File: src/rtl/tefg_pkg.sv
package tefg_pkg;

  typedef enum logic [1:0] {
    TRIG_NONE = 2'd0,
    TRIG_RISE = 2'd1,
    TRIG_FALL = 2'd2,
    TRIG_RSVD = 2'd3
  } trig_mode_e;

  typedef enum logic {
    PH_IDLE   = 1'b0,
    PH_ACTIVE = 1'b1
  } gate_phase_e;

  // Decide whether this cycle's detected events satisfy the selected mode.
  function automatic logic trigger_met(input logic [1:0] mode,
                                       input logic rise_ev,
                                       input logic fall_ev);
    logic hit;
    unique case (mode)
      TRIG_NONE: hit = 1'b1;
      TRIG_RISE: hit = rise_ev;
      TRIG_FALL: hit = fall_ev;
      default:   hit = 1'b0;
    endcase
    return hit;
  endfunction

  // Saturating increment for the in-frame falling-edge counter.
  function automatic logic [7:0] sat_inc(input logic [7:0] value,
                                         input logic [7:0] ceiling);
    return (value >= ceiling) ? ceiling : value + 8'd1;
  endfunction

endpackage

File: src/rtl/tefg_sync.sv
module tefg_sync #(
  parameter int STAGES = 2
) (
  input  logic clk,
  input  logic rst_n,
  input  logic async_i,
  output logic rise_o,
  output logic fall_o
);
  localparam int CHAIN = STAGES + 1;

  logic [CHAIN-1:0] chain_q;

  always_ff @(posedge clk or negedge rst_n) begin
    if (!rst_n) chain_q <= '0;
    else        chain_q <= {chain_q[CHAIN-2:0], async_i};
  end

  logic level_now, level_prev;
  assign level_now  = chain_q[STAGES-1];
  assign level_prev = chain_q[STAGES];

  assign rise_o = level_now & ~level_prev;
  assign fall_o = ~level_now & level_prev;
endmodule

File: src/rtl/tefg_sequencer.sv
module tefg_sequencer
  import tefg_pkg::*;
(
  input  logic       clk,
  input  logic       rst_n,
  input  logic [1:0] mode_i,
  input  logic       req_i,
  input  logic       done_i,
  input  logic       rise_i,
  input  logic       fall_i,
  output logic       launch_o,
  output logic       active_o,
  output logic       start_o
);
  gate_phase_e phase_q;
  logic        pend_q;

  assign launch_o = (phase_q == PH_IDLE) && pend_q && trigger_met(mode_i, rise_i, fall_i);
  assign active_o = (phase_q == PH_ACTIVE);

  always_ff @(posedge clk or negedge rst_n) begin
    if (!rst_n) begin
      phase_q <= PH_IDLE;
      pend_q  <= 1'b0;
      start_o <= 1'b0;
    end else begin
      start_o <= launch_o;
      if (launch_o) begin
        phase_q <= PH_ACTIVE;
        pend_q  <= req_i;
      end else begin
        if (phase_q == PH_ACTIVE && done_i) phase_q <= PH_IDLE;
        if (req_i) pend_q <= 1'b1;
      end
    end
  end
endmodule

File: src/rtl/tefg_overrun.sv
module tefg_overrun
  import tefg_pkg::*;
#(
  parameter int FALL_LIMIT = 2
) (
  input  logic       clk,
  input  logic       rst_n,
  input  logic [1:0] mode_i,
  input  logic       launch_i,
  input  logic       active_i,
  input  logic       fall_i,
  output logic       overrun_o
);
  localparam logic [7:0] LIMIT = 8'(FALL_LIMIT);

  logic [7:0] falls_q;
  logic [7:0] falls_nx;
  logic       count_ev;

  assign count_ev = active_i && fall_i && (mode_i == TRIG_FALL);
  assign falls_nx = sat_inc(falls_q, LIMIT);

  always_ff @(posedge clk or negedge rst_n) begin
    if (!rst_n) begin
      falls_q   <= '0;
      overrun_o <= 1'b0;
    end else if (launch_i) begin
      falls_q   <= '0;
      overrun_o <= 1'b0;
    end else if (count_ev) begin
      falls_q <= falls_nx;
      if (falls_nx == LIMIT) overrun_o <= 1'b1;
    end
  end
endmodule

File: src/rtl/te_frame_gate.sv
module te_frame_gate
  import tefg_pkg::*;
#(
  parameter int SYNC_STAGES = 2,
  parameter int FALL_LIMIT  = 2
) (
  input  logic       clk,
  input  logic       rst_n,
  input  logic [1:0] mode_i,
  input  logic       te_i,
  input  logic       req_i,
  input  logic       tx_done_i,
  output logic       tx_start_o,
  output logic       cs_n_o,
  output logic       overrun_o
);
  logic rise_w, fall_w, launch_w, active_w;

  tefg_sync #(.STAGES(SYNC_STAGES)) u_sync (
    .clk(clk), .rst_n(rst_n), .async_i(te_i),
    .rise_o(rise_w), .fall_o(fall_w)
  );

  tefg_sequencer u_seq (
    .clk(clk), .rst_n(rst_n), .mode_i(mode_i), .req_i(req_i),
    .done_i(tx_done_i), .rise_i(rise_w), .fall_i(fall_w),
    .launch_o(launch_w), .active_o(active_w), .start_o(tx_start_o)
  );

  tefg_overrun #(.FALL_LIMIT(FALL_LIMIT)) u_ovr (
    .clk(clk), .rst_n(rst_n), .mode_i(mode_i), .launch_i(launch_w),
    .active_i(active_w), .fall_i(fall_w), .overrun_o(overrun_o)
  );

  assign cs_n_o = ~active_w;
endmodule

File: config.mk
export PLATFORM = sky130hd
export DESIGN_NAME = te_frame_gate
export DESIGN_NICKNAME = d
export VERILOG_FILES = /design/src/rtl/tefg_pkg.sv /design/src/rtl/tefg_sync.sv /design/src/rtl/tefg_sequencer.sv /design/src/rtl/tefg_overrun.sv /design/src/rtl/te_frame_gate.sv
export SDC_FILE = /design/constraint.sdc
export NUM_CORES = 1
export LEC_CHECK = 0
export BUFFER_PORTS_ARGS = -buffer_cell sky130_fd_sc_hd__buf_4
export CORE_AREA = 2 2 39 41
export DETAILED_ROUTE_END_ITERATION = 10
export DIE_AREA = 0 0 41 43
export PLACE_DENSITY = 0.76
export SLEW_MARGIN = 20
export SYNTH_ARGS = -nofsm -noshare
export SYNTH_HDL_FRONTEND = slang
export SYNTH_SLANG_ARGS = --single-unit
File: constraint.sdc
create_clock -name clk -period 2 [get_ports clk]
set_input_delay 0.4 -clock clk [delete_from_list [all_inputs] [get_ports clk]]
set_output_delay 0.4 -clock clk [all_outputs]
set_load 0.005 [all_outputs]
==> results of run 1 <==
routing by layer:
metal	up-vias	share of wire	wire, um	track usage
li1	207	-	-	-
met1	201	0.43	453	0.196
met2	8	0.54	562	0.222
met3	2	0.025	26	0.0157
met4	0	0.0038	4	0.100
met5	-	0	0	0
layout make-up:
| type | instances | area [sq um] | share of cell area |
|---|---|---|---|
| flip-flops and latches | 15 | 375 | 0.501 |
| multi-input cells | 29 | 231 | 0.309 |
| repair buffers | 10 | 77.6 | 0.104 |
| clock buffers | 4 | 26.3 | 0.0351 |
| well taps | 16 | 20.0 | 0.0267 |
| inverters | 5 | 18.8 | 0.0250 |
synth_stat cells:
library cell | n | area [sq um]
nand3_1 | 4 | 20.0
inv_1 | 5 | 18.8
nor4_1 | 2 | 12.5
nand2_1 | 1 | 3.75
nor2_1 | 1 | 3.75
dfrtp_1 | 15 | 375
o2111ai_1 | 1 | 8.76
mux2_4 | 1 | 15.0
o21ai_0 | 1 | 5.00
a22o_2 | 1 | 10.0
and2_2 | 5 | 37.5
o2bb2ai_1 | 1 | 8.76
nand2b_1 | 1 | 6.26
a2111o_1 | 1 | 11.3
nor3b_1 | 1 | 7.51
a22oi_1 | 1 | 7.51
a21o_1 | 1 | 7.51
and2_4 | 1 | 8.76
o311ai_0 | 1 | 8.76
xor2_1 | 1 | 8.76
ha_1 | 2 | 25.0
o21a_4 | 1 | 15.0
power by group through the flow:
stage / combinational [W] / clock (W) / sequential, W
after detailed placement: 0.000119 / 0 / 0.000358
after global placement: 0.000114 / 0 / 0.000357
after global routing: 0.000132 / 0.000185 / 0.000354
final: 0.000118 / 0.000164 / 0.000351
after CTS: 0.000121 / 0.000174 / 0.000351
after floorplan: 0.0000653 / 0 / 0.000353
flip-flops by register name (all words and copies together) (netlist names):
name / flops
u_seq.start_o: 1
u_ovr.overrun_o: 1
u_seq.pend_q: 1
u_ovr.falls_q: 8
u_sync.chain_q: 3
u_seq.active_o: 1
what timing repair did:
item	in CTS	in global routing
endpoints found under the setup margin	0	0
hold buffers	1	0
hold endpoints to repair	15	0
through the flow:
step	cells	worst slack [ps]	hold slack (ps)	total power, W
final	79	452	229	0.000633
after detailed placement	74	456	263	0.000477
after global placement	74	519	260	0.000470
after floorplan	49	539	104	0.000419
after global routing	79	337	214	0.000671
after CTS	79	445	214	0.000646
worst reg2reg max path, delay by kind of cell (launching register included):
kind / cells / cell delay (ps)
and+or+nand+nor: 1 / 150
DFF: 1 / 400
muxes: 1 / 260
AOI/OAI and AO/OA: 2 / 640
final timing paths:
| path | from | to | slack (ps) | cells after the start |
|---|---|---|---|---|
| max reg2reg | u_sync.chain_q[2] | u_ovr.falls_q[0] | 450 | 4 |
| min in group asynchronous | rst_n | u_ovr.falls_q[0] | 510 | 2 |
| min reg2reg | u_sync.chain_q[0] | u_sync.chain_q[1] | 360 | 0 |
| min | te_i | u_sync.chain_q[0] | 230 | 1 |
| max in group asynchronous | rst_n | u_seq.pend_q | 1320 | 2 |
| max | u_sync.chain_q[2] | u_ovr.falls_q[0] | 450 | 4 |
kinds of logic after synthesis:
| logic type | Yosys count | synth area share |
|---|---|---|
| and+or+nand+nor | 16 | 0.160 |
| DFF | 15 | 0.600 |
| AOI/OAI and AO/OA | 9 | 0.132 |
| buffers and inverters | 5 | 0.0300 |
| adders and majority gates | 2 | 0.0400 |
| xor gates and xnor gates | 1 | 0.0140 |
| muxes | 1 | 0.0240 |
==> impl_metrics.env, run 1 <==
export IMPL_outcome="complete, no violations"
export IMPL_antennaDiodeCount=0
export IMPL_synth_seq_cells=15
export IMPL_drt_iter0_markers=7
export IMPL_grt_pass1_vias=415
export IMPL_synth_distinct_cells=22
export IMPL_fmax_mhz=646
export IMPL_yosysSeqAreaShare=0.600
export IMPL_io_buffers=9
export IMPL_crit_path_top_delay_cell="a2111o_1"
export IMPL_clock_sinks=15
export IMPL_required_ps=2160
export IMPL_clock_latency_ps=270
export IMPL_crit_chain="nand2b_1, a2111o_1, o21a_4, mux2_4"
export IMPL_total_leakage_power_nw=0.388
export IMPL_slowest_delay_ps=470
export IMPL_cts_htree_levels=1
export IMPL_io_pins=10
export IMPL_overflow=0
export IMPL_max_clock_path_buffers=2
export IMPL_crit_family="compound AO/OA/AOI/OAI gates"
export IMPL_fin_skew_ps=2.88
export IMPL_grt_first_pass_wirelength_mm=1.72
export IMPL_grt_max_degree=16
export IMPL_fin_tns_setup_ps=0
export IMPL_period_share=0.774
export IMPL_pwr_share_comb=0.187
export IMPL_tightest_slew_ps=326
export IMPL_dpl_hpwl_um=797
export IMPL_cts_resized_gates=0
export IMPL_p_int_w=0.000471
export IMPL_drc=0
export IMPL_wl_mm=1.05
export IMPL_syn2layout_area_growth_pct=19.8
export IMPL_cp_start_kind="flop"
export IMPL_dieWidth_um=41
export IMPL_cts_made_buffers=3
export IMPL_ant_nets=0
export IMPL_rsz0062_at_grt="no"
export IMPL_drv_cap=0
export IMPL_synth_fp_nets=58
export IMPL_place_gp_congestion=0.672
export IMPL_vias_per_cell=5.29
export IMPL_wire_per_inst_um=13.2
export IMPL_swShare=0.256
export IMPL_cts_tree="yes"
export IMPL_die_area_sq_um=1760
export IMPL_antenna_found_initial=0
export IMPL_finalCriticalPeriod_ps=1550
export IMPL_seqPwrFrac=0.554
export IMPL_initial_core_util=0.452
export IMPL_cts_root_buffer="clkbuf_4"
export IMPL_ir_drop_uv=389
export IMPL_place_area_sq_um=713
export IMPL_fillCellCount=106
export IMPL_min_path_type="in -> reg"
export IMPL_final_max_slew_viol_count=0
export IMPL_power_density_nw_per_um2=845
export IMPL_rows=14
export IMPL_final_core_util=0.542
export IMPL_power_switching_w=0.000162
export IMPL_post_cts_buffers=0
export IMPL_syn_avg_cell_area_sq_um=12.8
export IMPL_synth_area_sq_um=626
export IMPL_crit_type="reg -> reg"
export IMPL_hold_viol=0
export IMPL_design_area_sq_um=749
export IMPL_postSynthCellCount=49
export IMPL_setup_viol=0
export IMPL_core_sq_um=1380
export IMPL_clkTransAtPathRegs_ps=80
export IMPL_layout_drive_gt1_share=0.333
export IMPL_slew_headroom=0.780
export IMPL_clkPwrFrac=0.259
export IMPL_arrival_ps=1710
export IMPL_nets=73
export IMPL_endpoint_kind="flop"
export IMPL_die_y_um=43
export IMPL_drt_first_pass_iters=4
export IMPL_num_vias=418
export IMPL_critPathBufInv=0
export IMPL_final_common_cell="dfrtp_1"
export IMPL_mostFrequentLayoutCells="15 x dfrtp_1, 9 x buf_4, 5 x inv_1, 5 x and2_2, 4 x nand3_1"
export IMPL_grt_use_total=0.149
export IMPL_crit_fanout=8
export IMPL_yosys_warnings=0
No activity file was read; power rests on OpenSTA's default activity.
==> run 2, diff against run 1 <==
==> constraint.sdc (replaced) <==
create_clock -name clk -period 1.61 [get_ports clk]
set_input_delay 0.322 -clock clk [delete_from_list [all_inputs] [get_ports clk]]
set_output_delay 0.322 -clock clk [all_outputs]
set_load 0.005 [all_outputs]
==> run 2 against run 1 <==
Compared with the run above:
- combinational power is 26% higher
- sequential cell count stayed put
- via count is 0.24% lower
- fmax is 3.4% higher
- wire length is 3.3% higher
- register-to-register slack worse by 340 ps
- first-iteration DRC count stayed put
- critical path depth stayed put
- worst hold slack worse by 84 ps
- critical endpoint unchanged
==> impl_metrics.env, run 2 (synthesis gave the netlist of run 1 again) <==
export IMPL_setup_slack_ps=113
export IMPL_hold_depth=1
export IMPL_max_clock_path_buffers=2
export IMPL_required_ps=1780
export IMPL_num_vias=417
export IMPL_crit_chain="nand2b_1, a2111o_1, o21a_4, mux2_4"
export IMPL_min_to="u_sync.chain_q[0]"
export IMPL_die_y_um=43
export IMPL_largest_register="u_ovr.falls_q"
export IMPL_crit_type="reg -> reg"
export IMPL_drv_cap=0
export IMPL_cts_htree_levels=1
export IMPL_mostFrequentLayoutCells="15 x dfrtp_1, 9 x buf_4, 5 x inv_1, 5 x and2_2, 4 x nand3_1"
export IMPL_worst_r2r_endpoint="u_ovr.falls_q[0]"
export IMPL_layout_drive_gt1_share=0.349
export IMPL_slew_headroom=0.779
export IMPL_cts_root_buffer="clkbuf_4"
export IMPL_hold_viol=0
export IMPL_io_pins=10
export IMPL_slowest_delay_ps=430
export IMPL_grt_met3_usage=0.0157
export IMPL_drt_first_pass_iters=4
export IMPL_pre_cts_slack_ps=80.2
export IMPL_min_path_type="in -> reg"
export IMPL_fin_tns_setup_ps=0
export IMPL_critPathBufInv=0
export IMPL_initial_core_util=0.452
export IMPL_rsz0062_at_grt="no"
export IMPL_clock_latency_ps=280
export IMPL_antennaDiodeCount=0
export IMPL_clock_sinks=15
export IMPL_total_leakage_power_nw=0.387
export IMPL_cp_start_kind="flop"
export IMPL_ant_nets=0
export IMPL_place_gp_congestion=0.681
export IMPL_crit_fanout=8
export IMPL_drt_iter0_markers=7
export IMPL_largest_reg_flops=8
export IMPL_syn2layout_area_growth_pct=20.2
export IMPL_tightest_slew_ps=328
export IMPL_fmax_mhz=668
export IMPL_dpl_hpwl_um=810
export IMPL_seq_area_sq_um=375
export IMPL_final_max_slew_viol_count=0
export IMPL_nets=73
export IMPL_met2_usage=0.228
export IMPL_power_density_nw_per_um2=1060
export IMPL_wire_per_inst_um=13.7
export IMPL_antenna_found_initial=0
export IMPL_grt_use_total=0.162
export IMPL_dieWidth_um=41
export IMPL_fin_skew_ps=3.25
export IMPL_clkTransAtPathRegs_ps=80
export IMPL_io_buffers=9
export IMPL_grt_first_pass_wirelength_mm=1.85
export IMPL_worst_r2r_cell_count=4
export IMPL_endpoint_kind="flop"
export IMPL_rr_startpoint="u_sync.chain_q[2]"
export IMPL_final_core_util=0.543
export IMPL_regToRegSetupSlack_ps=110
export IMPL_wl_mm=1.08
export IMPL_period_share=0.930
export IMPL_crit_path_top_delay_cell="a2111o_1"
export IMPL_cts_made_buffers=3
export IMPL_core_sq_um=1380
export IMPL_vias_per_cell=5.28
export IMPL_multi_input_area_sq_um=234
export IMPL_cts_tree="yes"
export IMPL_grt_max_degree=16
export IMPL_grt_pass1_vias=428
export IMPL_use_met1=0.222
export IMPL_top_regs="u_ovr.falls_q (8), u_sync.chain_q (3)"
export IMPL_worstHoldStart="te_i"
export IMPL_setup_viol=0
export IMPL_fillCellCount=122
export IMPL_finalPower_w=0.000795
export IMPL_ir_drop_uv=451
export IMPL_final_common_cell="dfrtp_1"
export IMPL_arrival_ps=1670
export IMPL_outcome="complete, no violations"
export IMPL_gr_max_usage_layer="met2"
export IMPL_rows=14
export IMPL_drc=0
export IMPL_crit_family="compound AO/OA/AOI/OAI gates"
export IMPL_finalCriticalPeriod_ps=1500
export IMPL_overflow=0
export IMPL_die_area_sq_um=1760
[run 2: routing by layer]
layer | vias to the layer above | wire, um | share of wire
met1 | 200 | 481 | 0.45
met3 | 5 | 36 | 0.033
met2 | 11 | 520 | 0.48
li1 | 201 | - | -
met4 | 0 | 41 | 0.038
met5 | - | 0 | 0
[run 2: worst register-to-register path, delay by kind of cell, from the launching register on]
family	cells	cell delay (ps)
and+or+nand+nor	1	150
muxes	1	250
AOI/OAI and AO/OA	2	600
DFF	1	390
[run 2: repair_timing]
| action | 4_1_cts | 5_1_grt |
|---|---|---|
| endpoints found under the setup margin | 0 | 3 |
| resized for setup | 0 | 1 |
| buffers inserted | 0 | 0 |
| hold buffers | 1 | 0 |
| hold endpoints to repair | 15 | 0 |
[run 2: worst max-delay path by stage]
stage	end	cells after the start	startpoint	slack, ps
2_1_floorplan	u_ovr.falls_q[0]	4	u_sync.chain_q[2]	150
3_3_place_gp	u_ovr.falls_q[0]	4	u_sync.chain_q[2]	100
3_5_place_dp	u_ovr.falls_q[0]	4	u_sync.chain_q[2]	80
4_1_cts	u_ovr.falls_q[0]	4	u_sync.chain_q[2]	70
5_1_grt	u_ovr.falls_q[0]	4	u_sync.chain_q[2]	30
6_report	u_ovr.falls_q[0]	4	u_sync.chain_q[2]	110
[run 2: area by class of cell]
class / instances / area share
inverters: 5 / 0.0250
repair buffers: 10 / 0.103
multi-input cells: 29 / 0.311
clock buffers: 4 / 0.0349
flip-flops and latches: 15 / 0.499
well taps: 16 / 0.0266
[run 2: metrics by stage]
stage | cell area (sq um) | hold slack [ps] | cells
6_report | 752 | 145 | 79
5_1_grt | 752 | 135 | 79
4_1_cts | 749 | 136 | 79
3_5_place_dp | 713 | 185 | 74
3_3_place_gp | 713 | 183 | 74
2_1_floorplan | 626 | 26.4 | 49
[run 2: power by group]
group / internal, W / switching [W] / total, W
sequential: 0.000409 / 0.0000300 / 0.000439
combinational: 0.0000804 / 0.0000681 / 0.000149
clock: 0.0000962 / 0.000111 / 0.000207
==> run 3, diff against run 2 <==
--- a/config.mk
+++ b/config.mk
@@ -6,9 +6,11 @@
 export NUM_CORES = 1
 export LEC_CHECK = 0
 export BUFFER_PORTS_ARGS = -buffer_cell sky130_fd_sc_hd__buf_4
-export CORE_AREA = 2 2 39 41
+export CELL_PAD_IN_SITES_DETAIL_PLACEMENT = 0
+export CELL_PAD_IN_SITES_GLOBAL_PLACEMENT = 1
+export CORE_AREA = 2 2 43 45
 export DETAILED_ROUTE_END_ITERATION = 10
-export DIE_AREA = 0 0 41 43
+export DIE_AREA = 0 0 45 47
 export PLACE_DENSITY = 0.76
 export SLEW_MARGIN = 20
 export SYNTH_ARGS = -nofsm -noshare
==> run 3 against run 2 <==
Compared with the run above:
- wire length fell by 3.3%
- via count fell by 4.6%
- setup slack got worse by 27 ps
- total power rose by 1.2%
- critical path depth did not move
- cell area rose by 1.0%
- first-iteration DRC count fell by 71%
- core utilization fell by 8.4 points
- largest cell class unchanged
- largest power group unchanged
==> impl_metrics.env, run 3 (synthesis gave the netlist of run 1 again) <==
export IMPL_arrival_ps=1700
export IMPL_wire_per_inst_um=13.1
export IMPL_num_vias=398
export IMPL_largest_register="u_ovr.falls_q"
export IMPL_largest_reg_flops=8
export IMPL_outcome="complete, no violations"
export IMPL_power_density_nw_per_um2=1060
export IMPL_clock_latency_ps=290
export IMPL_antennaDiodeCount=0
export IMPL_fin_tns_setup_ps=0
export IMPL_grt_use_total=0.123
export IMPL_overflow=0
export IMPL_layout_drive_gt1_share=0.365
export IMPL_ir_drop_uv=671
export IMPL_period_share=0.946
export IMPL_tightest_slew_ps=328
export IMPL_slew_headroom=0.779
export IMPL_grt_pass1_vias=383
export IMPL_dieWidth_um=45
export IMPL_setup_viol=0
export IMPL_wl_mm=1.04
export IMPL_initial_core_util=0.379
export IMPL_finalCriticalPeriod_ps=1520
export IMPL_drt_first_pass_iters=2
export IMPL_nets=73
export IMPL_clkTransAtPathRegs_ps=90
export IMPL_total_leakage_power_nw=0.389
export IMPL_io_buffers=9
export IMPL_grt_max_degree=16
export IMPL_final_common_cell="dfrtp_1"
export IMPL_fin_cells=80
export IMPL_die_area_sq_um=2120
export IMPL_required_ps=1790
export IMPL_syn2layout_area_growth_pct=21.4
export IMPL_core_sq_um=1650
export IMPL_pre_cts_slack_ps=90.5
export IMPL_fin_skew_ps=5.87
export IMPL_cts_htree_levels=1
export IMPL_final_max_slew_viol_count=0
export IMPL_hold_viol=0
export IMPL_top_regs="u_ovr.falls_q (8), u_sync.chain_q (3)"
export IMPL_cts_tree="yes"
export IMPL_die_y_um=47
export IMPL_fmax_mhz=656
export IMPL_cp_start_kind="flop"
export IMPL_crit_chain="nand2b_1, a2111o_1, o21a_4, mux2_4"
export IMPL_clock_sinks=15
export IMPL_final_core_util=0.460
export IMPL_crit_fanout=8
export IMPL_setup_slack_ps=86.5
export IMPL_crit_path_top_delay_cell="a2111o_1"
export IMPL_slowest_delay_ps=470
export IMPL_endpoint_kind="flop"
export IMPL_drc=0
export IMPL_grt_first_pass_wirelength_mm=1.79
export IMPL_cts_root_buffer="clkbuf_4"
export IMPL_max_clock_path_buffers=2
export IMPL_antenna_found_initial=0
export IMPL_cts_made_buffers=3
export IMPL_vias_per_cell=4.98
export IMPL_drv_cap=0
export IMPL_crit_type="reg -> reg"
export IMPL_fillCellCount=164
export IMPL_place_gp_congestion=0.664
export IMPL_io_pins=10
export IMPL_dpl_hpwl_um=722
export IMPL_rows=15
export IMPL_mostFrequentLayoutCells="15 x dfrtp_1, 9 x buf_4, 5 x inv_1, 5 x and2_2, 4 x nand3_1"
export IMPL_drt_iter0_markers=2
export IMPL_dp_cells=75
export IMPL_ant_nets=0
export IMPL_min_path_type="in -> reg"
export IMPL_rsz0062_at_grt="no"
==> run 3: what timing repair did <==
| item | 4_1_cts | 5_1_grt |
|---|---|---|
| endpoints found under the setup margin | 0 | 4 |
| setup buffers | 0 | 0 |
| gates resized for setup | 0 | 3 |
| hold buffers | 1 | 0 |
| endpoints found under the hold margin | 15 | 0 |
==> run 3: final timing paths <==
check,start,endpoint,slack [ps],cells after the start
worst min register to register,u_sync.chain_q[0],u_sync.chain_q[1],360,0
worst max register to register,u_sync.chain_q[2],u_ovr.falls_q[0],90,4
min in group asynchronous,rst_n,u_ovr.falls_q[1],420,2
max in group asynchronous,rst_n,u_ovr.falls_q[5],1020,2
worst max-delay path,u_sync.chain_q[2],u_ovr.falls_q[0],90,4
worst min-delay path,te_i,u_sync.chain_q[0],140,1
==> run 3: metrics by stage <==
stage | hold slack [ps] | total power [W] | instance area [sq um]
floorplan | 26.4 | 0.000520 | 626
global placement | 185 | 0.000588 | 714
detailed placement | 183 | 0.000587 | 714
CTS | 140 | 0.000802 | 751
global route | 138 | 0.000843 | 759
finish | 143 | 0.000804 | 759
==> run 3: where the power goes <==
group	switching, W	internal, W
clock network	0.000118	0.0000963
logic	0.0000677	0.0000842
registers	0.0000284	0.000409
total	0.000215	0.000590
==> run 3: area by class of cell <==
cell class | instances | area (sq um) | area share
Inverter | 5 | 18.8 | 0.0247
Timing Repair Buffer | 10 | 77.6 | 0.102
Multi-Input combinational cell | 29 | 240 | 0.316
Sequential cell | 15 | 375 | 0.494
Tap cell | 17 | 21.3 | 0.0280
Clock buffer | 4 | 26.3 | 0.0346
==> run 3: routing by layer <==
metal / GRT usage / wire (um) / vias up
met2: 0.157 / 470 / 6
met5: 0 / 0 / -
met1: 0.185 / 532 / 188
met3: 0.0231 / 22 / 2
li1: - / - / 202
met4: 0.0882 / 19 / 0
==> run 3: critical path, delay by kind of cell (launching register included) <==
kind / cells / cell delay (ps)
muxes: 1 / 250
DFF: 1 / 390
and+or+nand+nor: 1 / 140
AOI/OAI and AO/OA: 2 / 640
